===== src/rtl/mdrx_pkg.sv =====
package mdrx_pkg;
  localparam int CHAR_W = 9;
  localparam int ADDR_W = 8;
  localparam int OVS    = 16;

  typedef enum logic [2:0] {
    ST_IDLE,
    ST_START,
    ST_DATA,
    ST_STOP,
    ST_BREAK
  } rx_state_e;
endpackage


===== src/rtl/mdrx_sync.sv =====
module mdrx_sync #(
  parameter int STAGES = 2
) (
  input  logic clk_i,
  input  logic rst_ni,
  input  logic d_i,
  output logic q_o
);
  logic [STAGES-1:0] ff_q;

  always_ff @(posedge clk_i or negedge rst_ni) begin
    if (!rst_ni) ff_q <= '1;
    else         ff_q <= {ff_q[STAGES-2:0], d_i};
  end

  assign q_o = ff_q[STAGES-1];
endmodule


===== src/rtl/mdrx_deframer.sv =====
module mdrx_deframer
  import mdrx_pkg::*;
#(
  parameter int TICK_DIV = 1
) (
  input  logic              clk_i,
  input  logic              rst_ni,
  input  logic              rx_i,
  output logic              char_vld_o,
  output logic              frm_err_o,
  output logic [CHAR_W-1:0] char_o
);
  localparam int SUB_W = $clog2(OVS);
  localparam int BIT_W = $clog2(CHAR_W);
  localparam logic [SUB_W-1:0] MID  = SUB_W'(OVS/2 - 1);
  localparam logic [SUB_W-1:0] LAST = SUB_W'(OVS - 1);
  localparam logic [BIT_W-1:0] NBIT = BIT_W'(CHAR_W - 1);

  logic tick;

  generate
    if (TICK_DIV == 1) begin : g_tick_every
      assign tick = 1'b1;
    end else begin : g_tick_div
      localparam int DIV_W = $clog2(TICK_DIV);
      logic [DIV_W-1:0] div_q;
      always_ff @(posedge clk_i or negedge rst_ni) begin
        if (!rst_ni)                          div_q <= '0;
        else if (div_q == DIV_W'(TICK_DIV-1)) div_q <= '0;
        else                                  div_q <= div_q + 1'b1;
      end
      assign tick = (div_q == DIV_W'(TICK_DIV-1));
    end
  endgenerate

  rx_state_e         st_q;
  logic [SUB_W-1:0]  sub_q;
  logic [BIT_W-1:0]  bit_q;
  logic [CHAR_W-1:0] shr_q;

  always_ff @(posedge clk_i or negedge rst_ni) begin
    if (!rst_ni) begin
      st_q       <= ST_IDLE;
      sub_q      <= '0;
      bit_q      <= '0;
      shr_q      <= '0;
      char_vld_o <= 1'b0;
      frm_err_o  <= 1'b0;
      char_o     <= '0;
    end else begin
      char_vld_o <= 1'b0;
      frm_err_o  <= 1'b0;
      case (st_q)
        ST_IDLE: if (tick && !rx_i) begin
          st_q  <= ST_START;
          sub_q <= '0;
        end
        ST_START: if (tick) begin
          if (sub_q == MID) begin
            sub_q <= '0;
            bit_q <= '0;
            st_q  <= rx_i ? ST_IDLE : ST_DATA;  // reject glitch
          end else begin
            sub_q <= sub_q + 1'b1;
          end
        end
        ST_DATA: if (tick) begin
          if (sub_q == LAST) begin
            sub_q <= '0;
            shr_q <= {rx_i, shr_q[CHAR_W-1:1]};
            if (bit_q == NBIT) st_q <= ST_STOP;
            else               bit_q <= bit_q + 1'b1;
          end else begin
            sub_q <= sub_q + 1'b1;
          end
        end
        ST_STOP: if (tick) begin
          if (sub_q == LAST) begin
            sub_q <= '0;
            if (rx_i) begin
              char_vld_o <= 1'b1;
              char_o     <= shr_q;
              st_q       <= ST_IDLE;
            end else begin
              frm_err_o  <= 1'b1;
              st_q       <= ST_BREAK;
            end
          end else begin
            sub_q <= sub_q + 1'b1;
          end
        end
        ST_BREAK: if (rx_i) st_q <= ST_IDLE;
        default: st_q <= ST_IDLE;
      endcase
    end
  end

  assert_vld_high_stop_R1: assert property (@(posedge clk_i) disable iff (!rst_ni)
    char_vld_o |-> ($past(rx_i) && $past(st_q == ST_STOP)));

  assert_err_low_stop_R7: assert property (@(posedge clk_i) disable iff (!rst_ni)
    frm_err_o |-> (!$past(rx_i) && $past(st_q == ST_STOP)));

  assert_err_waits_high_R7: assert property (@(posedge clk_i) disable iff (!rst_ni)
    frm_err_o |-> (st_q == ST_BREAK));
endmodule


===== src/rtl/mdrx_filter.sv =====
module mdrx_filter
  import mdrx_pkg::*;
(
  input  logic              clk_i,
  input  logic              rst_ni,
  input  logic              char_vld_i,
  input  logic [CHAR_W-1:0] char_i,
  input  logic [ADDR_W-1:0] win_base_i,
  input  logic [ADDR_W-1:0] win_last_i,
  output logic              wr_o,
  output logic [ADDR_W-1:0] wr_idx_o,
  output logic [7:0]        wr_data_o
);
  logic              armed_q;
  logic [ADDR_W-1:0] pend_idx_q;
  logic              is_addr;
  logic [ADDR_W-1:0] addr;
  logic              hit;

  assign is_addr = char_i[CHAR_W-1];
  assign addr    = char_i[ADDR_W-1:0];
  assign hit     = (addr >= win_base_i) && (addr <= win_last_i);

  always_ff @(posedge clk_i or negedge rst_ni) begin
    if (!rst_ni) begin
      armed_q    <= 1'b0;
      pend_idx_q <= '0;
      wr_o       <= 1'b0;
      wr_idx_o   <= '0;
      wr_data_o  <= '0;
    end else begin
      wr_o <= 1'b0;
      if (char_vld_i) begin
        if (is_addr) begin
          armed_q    <= hit;
          pend_idx_q <= addr - win_base_i;
        end else if (armed_q) begin
          wr_o      <= 1'b1;
          wr_idx_o  <= pend_idx_q;
          wr_data_o <= char_i[7:0];
          armed_q   <= 1'b0;  // first data only
        end
      end
    end
  end

  assert_wr_from_data_R2: assert property (@(posedge clk_i) disable iff (!rst_ni)
    wr_o |-> $past(char_vld_i && !char_i[CHAR_W-1]));

  assert_wr_needs_arm_R6: assert property (@(posedge clk_i) disable iff (!rst_ni)
    wr_o |-> $past(armed_q));

  assert_wr_single_R4: assert property (@(posedge clk_i) disable iff (!rst_ni)
    wr_o |=> !wr_o);

  assert_disarm_after_wr_R5: assert property (@(posedge clk_i) disable iff (!rst_ni)
    wr_o |-> !armed_q);
endmodule


===== src/rtl/mdrx_top.sv =====
module mdrx_top
  import mdrx_pkg::*;
#(
  parameter int TICK_DIV    = 1,
  parameter int SYNC_STAGES = 2
) (
  input  logic              clk_i,
  input  logic              rst_ni,
  input  logic              rx_i,
  input  logic [ADDR_W-1:0] win_base_i,
  input  logic [ADDR_W-1:0] win_last_i,
  output logic              wr_o,
  output logic [ADDR_W-1:0] wr_idx_o,
  output logic [7:0]        wr_data_o,
  output logic              frame_err_o
);
  logic              rx_s;
  logic              char_vld;
  logic [CHAR_W-1:0] char_w;

  mdrx_sync #(.STAGES(SYNC_STAGES)) i_sync (
    .clk_i  (clk_i),
    .rst_ni (rst_ni),
    .d_i    (rx_i),
    .q_o    (rx_s)
  );

  mdrx_deframer #(.TICK_DIV(TICK_DIV)) i_deframer (
    .clk_i      (clk_i),
    .rst_ni     (rst_ni),
    .rx_i       (rx_s),
    .char_vld_o (char_vld),
    .frm_err_o  (frame_err_o),
    .char_o     (char_w)
  );

  mdrx_filter i_filter (
    .clk_i      (clk_i),
    .rst_ni     (rst_ni),
    .char_vld_i (char_vld),
    .char_i     (char_w),
    .win_base_i (win_base_i),
    .win_last_i (win_last_i),
    .wr_o       (wr_o),
    .wr_idx_o   (wr_idx_o),
    .wr_data_o  (wr_data_o)
  );

  assert_no_wr_on_err_R7: assert property (@(posedge clk_i) disable iff (!rst_ni)
    !(wr_o && frame_err_o));
endmodule


===== config.mk =====
export PLATFORM = sky130hd
export DESIGN_NAME = mdrx_top
export DESIGN_NICKNAME = d
export VERILOG_FILES = /design/src/rtl/mdrx_pkg.sv /design/src/rtl/mdrx_sync.sv /design/src/rtl/mdrx_deframer.sv /design/src/rtl/mdrx_filter.sv /design/src/rtl/mdrx_top.sv
export SDC_FILE = /design/constraint.sdc
export NUM_CORES = 1
export LEC_CHECK = 0
export ABC_AREA = 1
export BUFFER_PORTS_ARGS = -buffer_cell sky130_fd_sc_hd__buf_2
export CORE_UTILIZATION = 46
export CTS_BUF_LIST = sky130_fd_sc_hd__clkbuf_4 sky130_fd_sc_hd__clkbuf_8
export DETAILED_ROUTE_END_ITERATION = 12
export PLACE_DENSITY_LB_ADDON = 0.25
export SETUP_SLACK_MARGIN = 0.1
export SLEW_MARGIN = 25
export SYNTH_ARGS = -nofsm -noshare
export SYNTH_HDL_FRONTEND = slang
export SYNTH_SLANG_ARGS = --single-unit

===== constraint.sdc =====
create_clock -name clk_i -period 1.55 [get_ports clk_i]
set_input_delay 0.155 -clock clk_i [delete_from_list [all_inputs] [get_ports clk_i]]
set_output_delay 0.155 -clock clk_i [all_outputs]
set_load 0.02 [all_outputs]

==> results.toml, run 1 <==
[status]
status = "finished with violations"
violations = "DRC, setup timing"

[setup_path]
start_kind = "flop"
crit_top_cell = "nand2_1"
crit_chain = "inv_2 -> ha_4 -> inv_2 -> fa_2 -> buf_4 -> nand3_1 -> nand3_1 -> nand2_1 -> a21oi_1 -> nand2_1 -> nand2_1"
reg2reg_from = "i_deframer.char_o[0]$_DFFE_PN0P_"
slowest_delay_ps = 400
worst-setup-path-type = "reg2reg"
reg2regPathDepth = 11
endpoint_kind = "flop"
cp_slowest_cell = "dfrtp_1"
worstPathArrival_ps = 1870
critPathMaxFanout = 3
regToRegSetupSlack_ps = -90
worst-endpoint-required_ps = 1780
timing.rr.end = "i_filter.armed_q$_DFFE_PN0P_"

[synth]
syn_avg_cell_area_um2 = 8.34
muxShareOfSynthArea_pct = 0.324
syn_nets = 409
synthSimpleGateAreaFrac_pct = 22.7
yosys_warnings = 0
synth-xor-area-share_pct = 1.14
synth_cell_types = 33
synth.ff_latch_count = 59
ys_seq_area_share_pct = 47.9
syn-instance-count = 370
synthAdderAreaFrac_pct = 8.35
synth_area_mm2 = 0.00309
synth_top_family_by_area = "simple AND/OR/NAND/NOR gates"
synth_compound_area_share_pct = 11.0

[detailed_routing]
drt_iter0_drc = 94
wl_um = 6410
drt-wirelength-per-cell_um = 12.4
avgViaCountPerCell = 4.99
drt-pass1-iter-count = 10
vias = 2578
route.detailed.drc = 6
drtAntennaViolNets = 0

[sta]
slew_viol_final = 0
whs_ps = 187
fin_crit_sh_pct = 106
finalCriticalPeriod_ps = 1640
slew_headroom_pct = 58.0
finalHoldViolCount = 0
rsz0062_at_grt = "true"
setup_viol_count_final = 3
worst_pin_slew_ps = 629
final.setup.tns_ps = -205
setup_slack_ps = -91.7
fmax_ghz = 0.609
skew_ps = 11.2

[clock_tree]
clk_pin_slew_worst_paths_ps = 70
numCtsBuffers = 9
clk_path_buf_depth = 2
insertion_delay_ps = 340
cts_max_level = 3
numClockSinks = 59
cts-root-buf = "clkbuf_8"
cts_tree = "built"

[floorplan]
start_util_pct = 48.0
dieArea_mm2 = 0.00704
rows = 29
coreArea_mm2 = 0.00642
die_h_um = 83.9
die_x_um = 83.9
io_pins = 37

[global_route]
grt_pass1_wl_um = 10700
grt_pass1_vias = 2446
antenna_found_initial = 0
grt_overflow_total = 0
grt_start_max_net_pins = 60
grt_use_total_pct = 19.4

[flow_run]
drv_cap = 0

[place]
io_buffers = 36
pre_cts_slack_ps = -138
place_area_mm2 = 0.00345
place_congestion = 0.852
dp_hpwl_um = 4310
dp_cells = 488

[pwr]
max-vdd-ir-drop_mv = 0.887
cellPowerDensity_mw_per_mm2 = 1030
power_mw = 4.01
leakage_nw = 2.06

[min_path]
hp-start = "win_base_i[0]"
hold_path_depth = 3
min_to = "i_filter.pend_idx_q[0]$_DFFE_PN0P_"
hp-class = "in2reg"

[final_layout]
area_delta_synth_final_pct = 26.6
layout.cells.non_filler = 517
drive_gt1_share_pct = 29.1
post-route-util_pct = 60.8
stdcell_area_mm2 = 0.00391
nNetsFinal = 474
diodes = 0
## kinds of logic after synthesis
logic type	after synthesis
flip-flops	59
AND/OR/NAND/NOR	162
buffers and inverters	66
XOR/XNOR	4
multiplexers	1
AO/OA/AOI/OAI	58
adder cells (fa/ha/maj)	20
## layout by cell type, fill, tap and decap left out, drive strengths merged, types with 2 or more instances in the layout
cell type    Yosys  layout
dfstp            2       2
nand3           13      13
clkbuf           3      12
a21oi           13      13
dfrtp           57      57
clkinv           0       3
o21bai           2       2
o22ai            2       2
dlygate4sd3      0       2
nand2          123     123
nand4            3       3
ha              19      19
xor2             4       4
inv             60      60
o21ai           39      39
or2              2       2
buf              3      57
nor2            18      19
## where the power goes
| group | internal [mW] | switching, mW | leakage [nW] |
|---|---|---|---|
| Combinational | 0.403 | 0.586 | 1.21 |
| Clock | 0.682 | 0.607 | 0.0958 |
| Sequential | 1.63 | 0.0990 | 0.759 |
## registers in the layout, indices dropped and copies added (netlist names)
name and cells:
i_deframer.char_o 9, i_deframer.shr_q 9, i_filter.pend_idx_q 8, i_filter.wr_data_o 8
i_filter.wr_idx_o 8, i_deframer.bit_q 4, i_deframer.sub_q 4, i_deframer.st_q 3
i_sync.ff_q 2, i_deframer.char_vld_o 1, i_deframer.frm_err_o 1, i_filter.armed_q 1
i_filter.wr_o 1
## per-layer routing
metal,GRT usage (%),share of wire (%),vias up
met5,0,0,-
met4,10.0,2.5,0
met3,3.66,3.5,12
met2,33.1,50,54
met1,23.4,44,1215
li1,-,-,1297
## how the worst max path moves through the flow
| stage | start | to | slack [ps] | cells after the start |
|---|---|---|---|---|
| after floorplan | i_deframer.char_o[0]$_DFFE_PN0P_ | i_filter.pend_idx_q[6]$_DFFE_PN0P_ | -40 | 12 |
| after detailed placement | i_deframer.char_o[0]$_DFFE_PN0P_ | i_filter.pend_idx_q[6]$_DFFE_PN0P_ | -140 | 12 |
| after CTS | i_deframer.char_o[0]$_DFFE_PN0P_ | i_filter.pend_idx_q[6]$_DFFE_PN0P_ | -60 | 12 |
| after global routing | i_deframer.char_o[0]$_DFFE_PN0P_ | i_filter.pend_idx_q[6]$_DFFE_PN0P_ | -190 | 12 |
| after global placement | i_deframer.char_o[0]$_DFFE_PN0P_ | i_filter.pend_idx_q[6]$_DFFE_PN0P_ | -90 | 12 |
| final | i_deframer.char_o[0]$_DFFE_PN0P_ | i_filter.armed_q$_DFFE_PN0P_ | -90 | 11 |
## worst max-delay path: cells and delay by family (launching register included)
kind	cells	cell delay, ps
adder cells (fa/ha/maj)	2	460
flip-flops	1	400
AND/OR/NAND/NOR	5	350
buffers and inverters	3	260
AO/OA/AOI/OAI	1	50
## final cells by class
| cell class | count | area, um^2 |
|---|---|---|
| clock inverter | 4 | 26.3 |
| inverter | 60 | 228 |
| timing repair buffer | 59 | 387 |
| clock buffer | 12 | 159 |
| multi-input combinational | 246 | 1530 |
| sequential | 59 | 1480 |
| fill | 563 | 2520 |
| tap | 77 | 96.3 |
## what timing repair did
item                                    CTS  global route
endpoints found under the hold margin    58             0
pin swaps                                 4            11
cloned                                    0             1
hold buffers                              2             0
buffers inserted                          3             7
gates resized for setup                  11            24
endpoints found under the setup margin   12            25
## synthesized netlist by cell type, drive strengths merged
library cell,instances,area share (%)
ha,19,7.7
nand3b,1,0.24
nand4,3,1.1
dfstp,2,1.7
a22oi,1,0.24
mux2i,1,0.32
and2,1,0.20
a21oi,13,2.2
nor3,1,0.53
o22ai,2,0.41
o21a,1,0.24
or2,2,0.41
o21bai,2,0.49
clkbuf,3,0.36
buf,3,0.89
o21ai,39,7.4
fa,1,0.65
nand2,123,15
dfrtp,57,46
nand3,13,2.1
xor2,4,1.1
inv,60,7.3
nor2,18,3.0
(Power assumes the default switching activity.)
==> run 2, diff against run 1 <==
Clock period 1.55 ns to 1.4 ns, I/O delays scaled along.
==> run 2 against run 1 <==
Compared with the run above: the flow still finishes with violations (DRC, setup timing); maximum frequency down 1.9%; flip-flop and latch count stayed put; combinational power increased by 29%; core utilization rose by 4.7 points; first-iteration DRC count grew 62%; critical endpoint is now i_filter.pend_idx_q[6]$_DFFE_PN0P_; largest cell class unchanged.
==> results.toml, run 2 (same netlist as run 1, synthesis figures left out) <==
[status]
status = "finished with violations"
violations = "DRC, setup timing"

[floorplan]
rows = 29
start_util_pct = 48.0
io_pins = 37
dieArea_mm2 = 0.00704
coreArea_mm2 = 0.00642
die_x_um = 83.9
die_h_um = 83.9

[sta]
worst_pin_slew_ps = 412
finalHoldViolCount = 0
setup_viol_count_final = 5
fmax_ghz = 0.598
finalCriticalPeriod_ps = 1670
slew_viol_final = 0
slew_headroom_pct = 72.5
fin_crit_sh_pct = 120
whs_ps = 180
rsz0062_at_grt = "true"
setup_slack_ps = -273
skew_ps = 3.91
final.setup.tns_ps = -981

[final_layout]
drive_gt1_share_pct = 36.9
area_delta_synth_final_pct = 36.4
nNetsFinal = 492
diodes = 0
layout_common_cells = "nand2_1, dfrtp_1, inv_1"
stdcell_area_mm2 = 0.00421
mostFrequentLayoutCell = "nand2_1"
fillerInstances = 528
largestRegisters = "i_deframer.char_o: 9 flops, i_deframer.shr_q: 9 flops"
multi_input_area_mm2 = 0.00165
seqCellArea_mm2 = 0.00148
layout.cells.non_filler = 535

[clock_tree]
cts-root-buf = "clkbuf_8"
clk_pin_slew_worst_paths_ps = 70
numCtsBuffers = 9
numClockSinks = 59
cts_tree = "built"
cts_max_level = 3
insertion_delay_ps = 340
clk_path_buf_depth = 2

[global_route]
grt_pass1_vias = 2503
grt_use_total_pct = 20.7
grt_overflow_total = 0
grt_pass1_wl_um = 11400
grt-busiest-layer = "met2"
grt_util_met3_pct = 4.55
antenna_found_initial = 0
met1_usage_pct = 27.1
grt_start_max_net_pins = 60
met2_usage_pct = 33.3

[detailed_routing]
drt-pass1-iter-count = 9
drt_iter0_drc = 152
drtAntennaViolNets = 0
avgViaCountPerCell = 5.06
route.detailed.drc = 6
drt-wirelength-per-cell_um = 13.7
vias = 2706
wl_um = 7320

[min_path]
hp-start = "win_base_i[0]"
hp-class = "in2reg"
hold_path_depth = 3
min_to = "i_filter.pend_idx_q[0]$_DFFE_PN0P_"

[setup_path]
critPathMaxFanout = 3
timing.rr.end = "i_filter.pend_idx_q[6]$_DFFE_PN0P_"
endpoint_kind = "flop"
worstPathArrival_ps = 1910
regToRegSetupSlack_ps = -270
worst-endpoint-required_ps = 1640
worst-setup-path-type = "reg2reg"
reg2reg_from = "i_deframer.char_o[0]$_DFFE_PN0P_"
reg2regPathDepth = 12
start_kind = "flop"

[flow_run]
drv_cap = 0

[place]
place_congestion = 0.819
dp_hpwl_um = 4370
io_buffers = 36
place_area_mm2 = 0.00354
dp_cells = 495

[pwr]
leakage_nw = 2.19
cellPowerDensity_mw_per_mm2 = 1130
max-vdd-ir-drop_mv = 1.17
==> run 2: changes by cell type in the layout (fill, tap and decap cells not counted), moves of 3 or more <==
| cell | delta |
|---|---|
| nand2_4 | +6 |
| buf_4 | +8 |
| nor2_1 | -3 |
| o21ai_2 | +3 |
| nand2_1 | -10 |
| nand2_2 | +4 |
| buf_6 | +6 |
| clkinvlp_4 | +3 |
| nor2_4 | +4 |
==> run 2: metal layers <==
layer  vias up  wire, um
met5         -         0
met4         0       163
met3        15       280
met2        63      3620
met1      1294      3250
li1       1334         -
==> run 2: worst max-delay path by stage <==
stage                                     start                                  to  slack, ps  cells past startpoint
3_3_place_gp   i_deframer.char_o[0]$_DFFE_PN0P_  i_filter.pend_idx_q[6]$_DFFE_PN0P_       -230                     12
4_1_cts        i_deframer.char_o[0]$_DFFE_PN0P_  i_filter.pend_idx_q[6]$_DFFE_PN0P_       -220                     12
3_5_place_dp   i_deframer.char_o[0]$_DFFE_PN0P_  i_filter.pend_idx_q[6]$_DFFE_PN0P_       -280                     12
2_1_floorplan  i_deframer.char_o[0]$_DFFE_PN0P_  i_filter.pend_idx_q[6]$_DFFE_PN0P_       -190                     12
5_1_grt        i_deframer.char_o[0]$_DFFE_PN0P_  i_filter.pend_idx_q[6]$_DFFE_PN0P_       -380                     12
6_report       i_deframer.char_o[0]$_DFFE_PN0P_  i_filter.pend_idx_q[6]$_DFFE_PN0P_       -270                     12
==> run 2: critical path, stage by stage (launching register included) <==
cell	delay, ps
dfrtp_1	410
inv_2	90
ha_4	120
inv_2	30
fa_2	350
inv_2	70
nor2_2	40
nor2_2	140
nor2_1	60
nor2_1	90
nand2_1	60
nand3_1	60
nand2_1	50
==> run 2: power breakdown <==
part	internal (mW)	total [mW]	switching, mW
registers	1.81	1.96	0.144
clock network	0.813	1.53	0.713
logic	0.538	1.28	0.745
total	3.16	4.77	1.60
==> run 2: timing repair <==
item	in CTS	in global routing
endpoints found under the hold margin	58	0
pin swaps	10	22
resized for setup	25	46
setup buffers	9	9
endpoints found under the setup margin	26	52
hold buffers	2	0
cloned	2	2
==> run 2: metrics by stage <==
| step | util, % | power (mW) | setup WS (ps) |
|---|---|---|---|
| 4_1_cts | 61.3 | 4.53 | -218 |
| 2_1_floorplan | - | 2.55 | -188 |
| 6_report | 65.5 | 4.77 | -273 |
| 3_3_place_gp | 55.2 | 2.82 | -230 |
| 5_1_grt | 65.5 | 4.99 | -380 |
| 3_5_place_dp | 55.2 | 2.85 | -277 |
==> run 2: layout make-up <==
type                    count  share of cell area [%]
repair buffers             74                    12.7
clock inverters             7                    1.63
clock buffers               9                    2.94
inverters                  60                    5.74
flip-flops and latches     59                    35.3
well taps                  77                    2.29
repair inverters            1                   0.178
multi-input cells         248                    39.3
==> run 3, diff against run 2 <==
Settings changed: ABC_AREA 1 to 0.
==> run 3 against run 2 <==
Compared with the run above: global-route usage increased by 1.9 points; register-to-register slack got worse by 20 ps; hold slack worse by 17 ps; sequential share of layout area grew 0.16 points; the flow finishes with violations (setup timing); count of clock-buffer cells in the layout is 1 higher; sequential power rose by 17%; synthesized cell count fell by 23%; wire length shrank 2.8%.
==> results.toml, run 3 <==
[status]
status = "finished with violations"
violations = "setup timing"

[synth]
synth_cell_types = 44
syn_avg_cell_area_um2 = 10.3
synth_area_mm2 = 0.00293
yosysMostFrequentCell = "nand2_1"
syn-instance-count = 284
synth_top_area_share_pct = 48.7
yosys-top-cells-count = "nand2_1, dfrtp_1, inv_1"
synthArstFlopShare_pct = 100
synth.largest_area_cell = "dfrtp_1"
synth.ff_latch_count = 59
synth.area.top_cells = "dfrtp_1, ha_1, nand2_1, mux2_2, inv_1"
syn_nets = 323
synthFlopType = "dfrtp_1"
yosys_warnings = 0
ys_seq_area_share_pct = 50.5
synth_edf_count = 0

[setup_path]
regToRegSetupSlack_ps = -290
critical_path_depth = 10
worst-endpoint-required_ps = 1660
crit_buf_inv = 4
reg2reg_from = "i_deframer.char_o[0]$_DFFE_PN0P_"
reg2regPathDepth = 10
start_kind = "flop"
worstPathArrival_ps = 1950
crit_family = "adder cells"
worst-setup-path-type = "reg2reg"
crit_chain = "inv_2 -> ha_4 -> inv_2 -> fa_2 -> nand3_2 -> nand2_2 -> buf_4 -> buf_6 -> xnor2_2 -> o21ai_1"
endpoint_kind = "flop"
cp_slowest_cell = "dfrtp_1"
critPathMaxFanout = 2
crit_top_cell = "inv_2"
timing.rr.end = "i_filter.pend_idx_q[4]$_DFFE_PN0P_"
slowest_delay_ps = 390

[min_path]
hold_path_depth = 3
hp-class = "in2reg"
hp-start = "win_base_i[0]"
min_to = "i_filter.pend_idx_q[0]$_DFFE_PN0P_"

[detailed_routing]
route.detailed.drc = 0
drt-wirelength-per-cell_um = 15.3
wl_um = 7110
drt_iter0_drc = 95
drtAntennaViolNets = 0
drt-pass1-iter-count = 4
avgViaCountPerCell = 5.14
vias = 2394

[clock_tree]
clk_path_buf_depth = 2
cts_max_level = 3
numClockSinks = 59
cts_tree = "built"
cts-root-buf = "clkbuf_8"
insertion_delay_ps = 340
clk_pin_slew_worst_paths_ps = 70
numCtsBuffers = 9

[floorplan]
dieArea_mm2 = 0.00669
die_h_um = 81.8
rows = 28
coreArea_mm2 = 0.00603
start_util_pct = 48.6
io_pins = 37
die_x_um = 81.8

[sta]
setup_viol_count_final = 32
finalCriticalPeriod_ps = 1690
skew_ps = 11.7
setup_slack_ps = -295
fmax_ghz = 0.590
slew_headroom_pct = 67.5
slew_viol_final = 0
rsz0062_at_grt = "true"
fin_crit_sh_pct = 121
worst_pin_slew_ps = 488
finalHoldViolCount = 0

[final_layout]
drive_gt1_share_pct = 46.3
largestRegisters = "i_deframer.char_o: 9 flops, i_deframer.shr_q: 9 flops"
diodes = 0
nNetsFinal = 425
layout_common_cells = "nand2_1, dfrtp_1, buf_4"
mostFrequentLayoutCell = "nand2_1"
area_delta_synth_final_pct = 43.0
post-route-util_pct = 69.5

[global_route]
grt_start_max_net_pins = 24
grt_pass1_wl_um = 11100
grt-busiest-layer = "met2"
met2_usage_pct = 38.5
grt_overflow_total = 0
grt_pass1_vias = 2381
grt_util_met3_pct = 4.44
antenna_found_initial = 0
grt_use_total_pct = 22.6
met1_usage_pct = 26.8

[pwr]
max-vdd-ir-drop_mv = 1.15
cellPowerDensity_mw_per_mm2 = 1330
power_mw = 5.57
leakage_nw = 2.18

[place]
io_buffers = 36
place_congestion = 0.834
dp_hpwl_um = 4560

[flow_run]
drv_cap = 0
==> run 3: kinds of logic (layout without fill, tap and decap cells) <==
logic type / count (synthesis) / in the layout / synth area share [%]
adders and majority gates: 20 / 20 / 8.80
DFF: 59 / 59 / 50.5
buffers and inverters: 30 / 135 / 4.27
muxes: 22 / 22 / 8.41
and+or+nand+nor: 106 / 108 / 17.4
xor gates and xnor gates: 4 / 4 / 1.20
AOI/OAI and AO/OA: 43 / 43 / 9.44
==> run 3: worst min-delay path: cells and delay by family <==
kind | cells | cell delay, ps
AOI/OAI and AO/OA | 1 | 70
adders and majority gates | 1 | 140
buffers and inverters | 1 | 110
==> run 3: metrics by stage <==
step                      TNS, ps  instance area, um^2  cells  setup slack (ps)  hold slack (ps)
after floorplan             -2080                 3050    284              -206             -156
after global placement      -2420                 3620    431              -237              125
after detailed placement    -2740                 3620    431              -316              131
after CTS                   -2610                 4060    462              -255              152
after global routing        -5800                 4190    466              -408              181
final                       -4270                 4190    466              -295              162
==> run 3: layer usage <==
metal  vias to the layer above  wire length, um
met4                         0              161
met3                        15              180
met1                      1143             3030
met5                         -                0
met2                        52             3740
li1                       1184                -
==> run 3: area by class of cell <==
class / count / area [um^2]
fillers: 420 / 1840
multi-input cells: 197 / 1660
flip-flops and latches: 59 / 1480
repair buffers: 96 / 698
clock buffers: 10 / 131
well taps: 75 / 93.8
inverters: 23 / 86.3
clock inverters: 6 / 32.5
==> run 3: worst max path at each step <==
stage	endpoint	startpoint	slack, ps
floorplan	i_filter.pend_idx_q[6]$_DFFE_PN0P_	i_deframer.char_o[0]$_DFFE_PN0P_	-210
global placement	i_filter.pend_idx_q[6]$_DFFE_PN0P_	i_deframer.char_o[0]$_DFFE_PN0P_	-240
detailed placement	i_filter.pend_idx_q[7]$_DFFE_PN0P_	i_deframer.char_o[5]$_DFFE_PN0P_	-320
CTS	i_filter.pend_idx_q[6]$_DFFE_PN0P_	i_deframer.char_o[0]$_DFFE_PN0P_	-260
global route	i_filter.pend_idx_q[6]$_DFFE_PN0P_	i_deframer.char_o[0]$_DFFE_PN0P_	-410
finish	i_filter.pend_idx_q[4]$_DFFE_PN0P_	i_deframer.char_o[0]$_DFFE_PN0P_	-290
==> run 3: power by group <==
| part | internal [mW] | switching, mW | total, mW |
|---|---|---|---|
| logic | 1.07 | 0.889 | 1.95 |
| registers | 2.01 | 0.280 | 2.29 |
| clock network | 0.645 | 0.678 | 1.32 |
| total | 3.72 | 1.85 | 5.57 |
==> run 3: what timing repair did <==
action | CTS | global route
hold endpoints to repair | 15 | 0
pin swaps | 23 | 18
hold buffers | 2 | 0
setup endpoints to repair | 35 | 39
resized for setup | 34 | 23
setup buffers | 11 | 8
cloned | 2 | 0
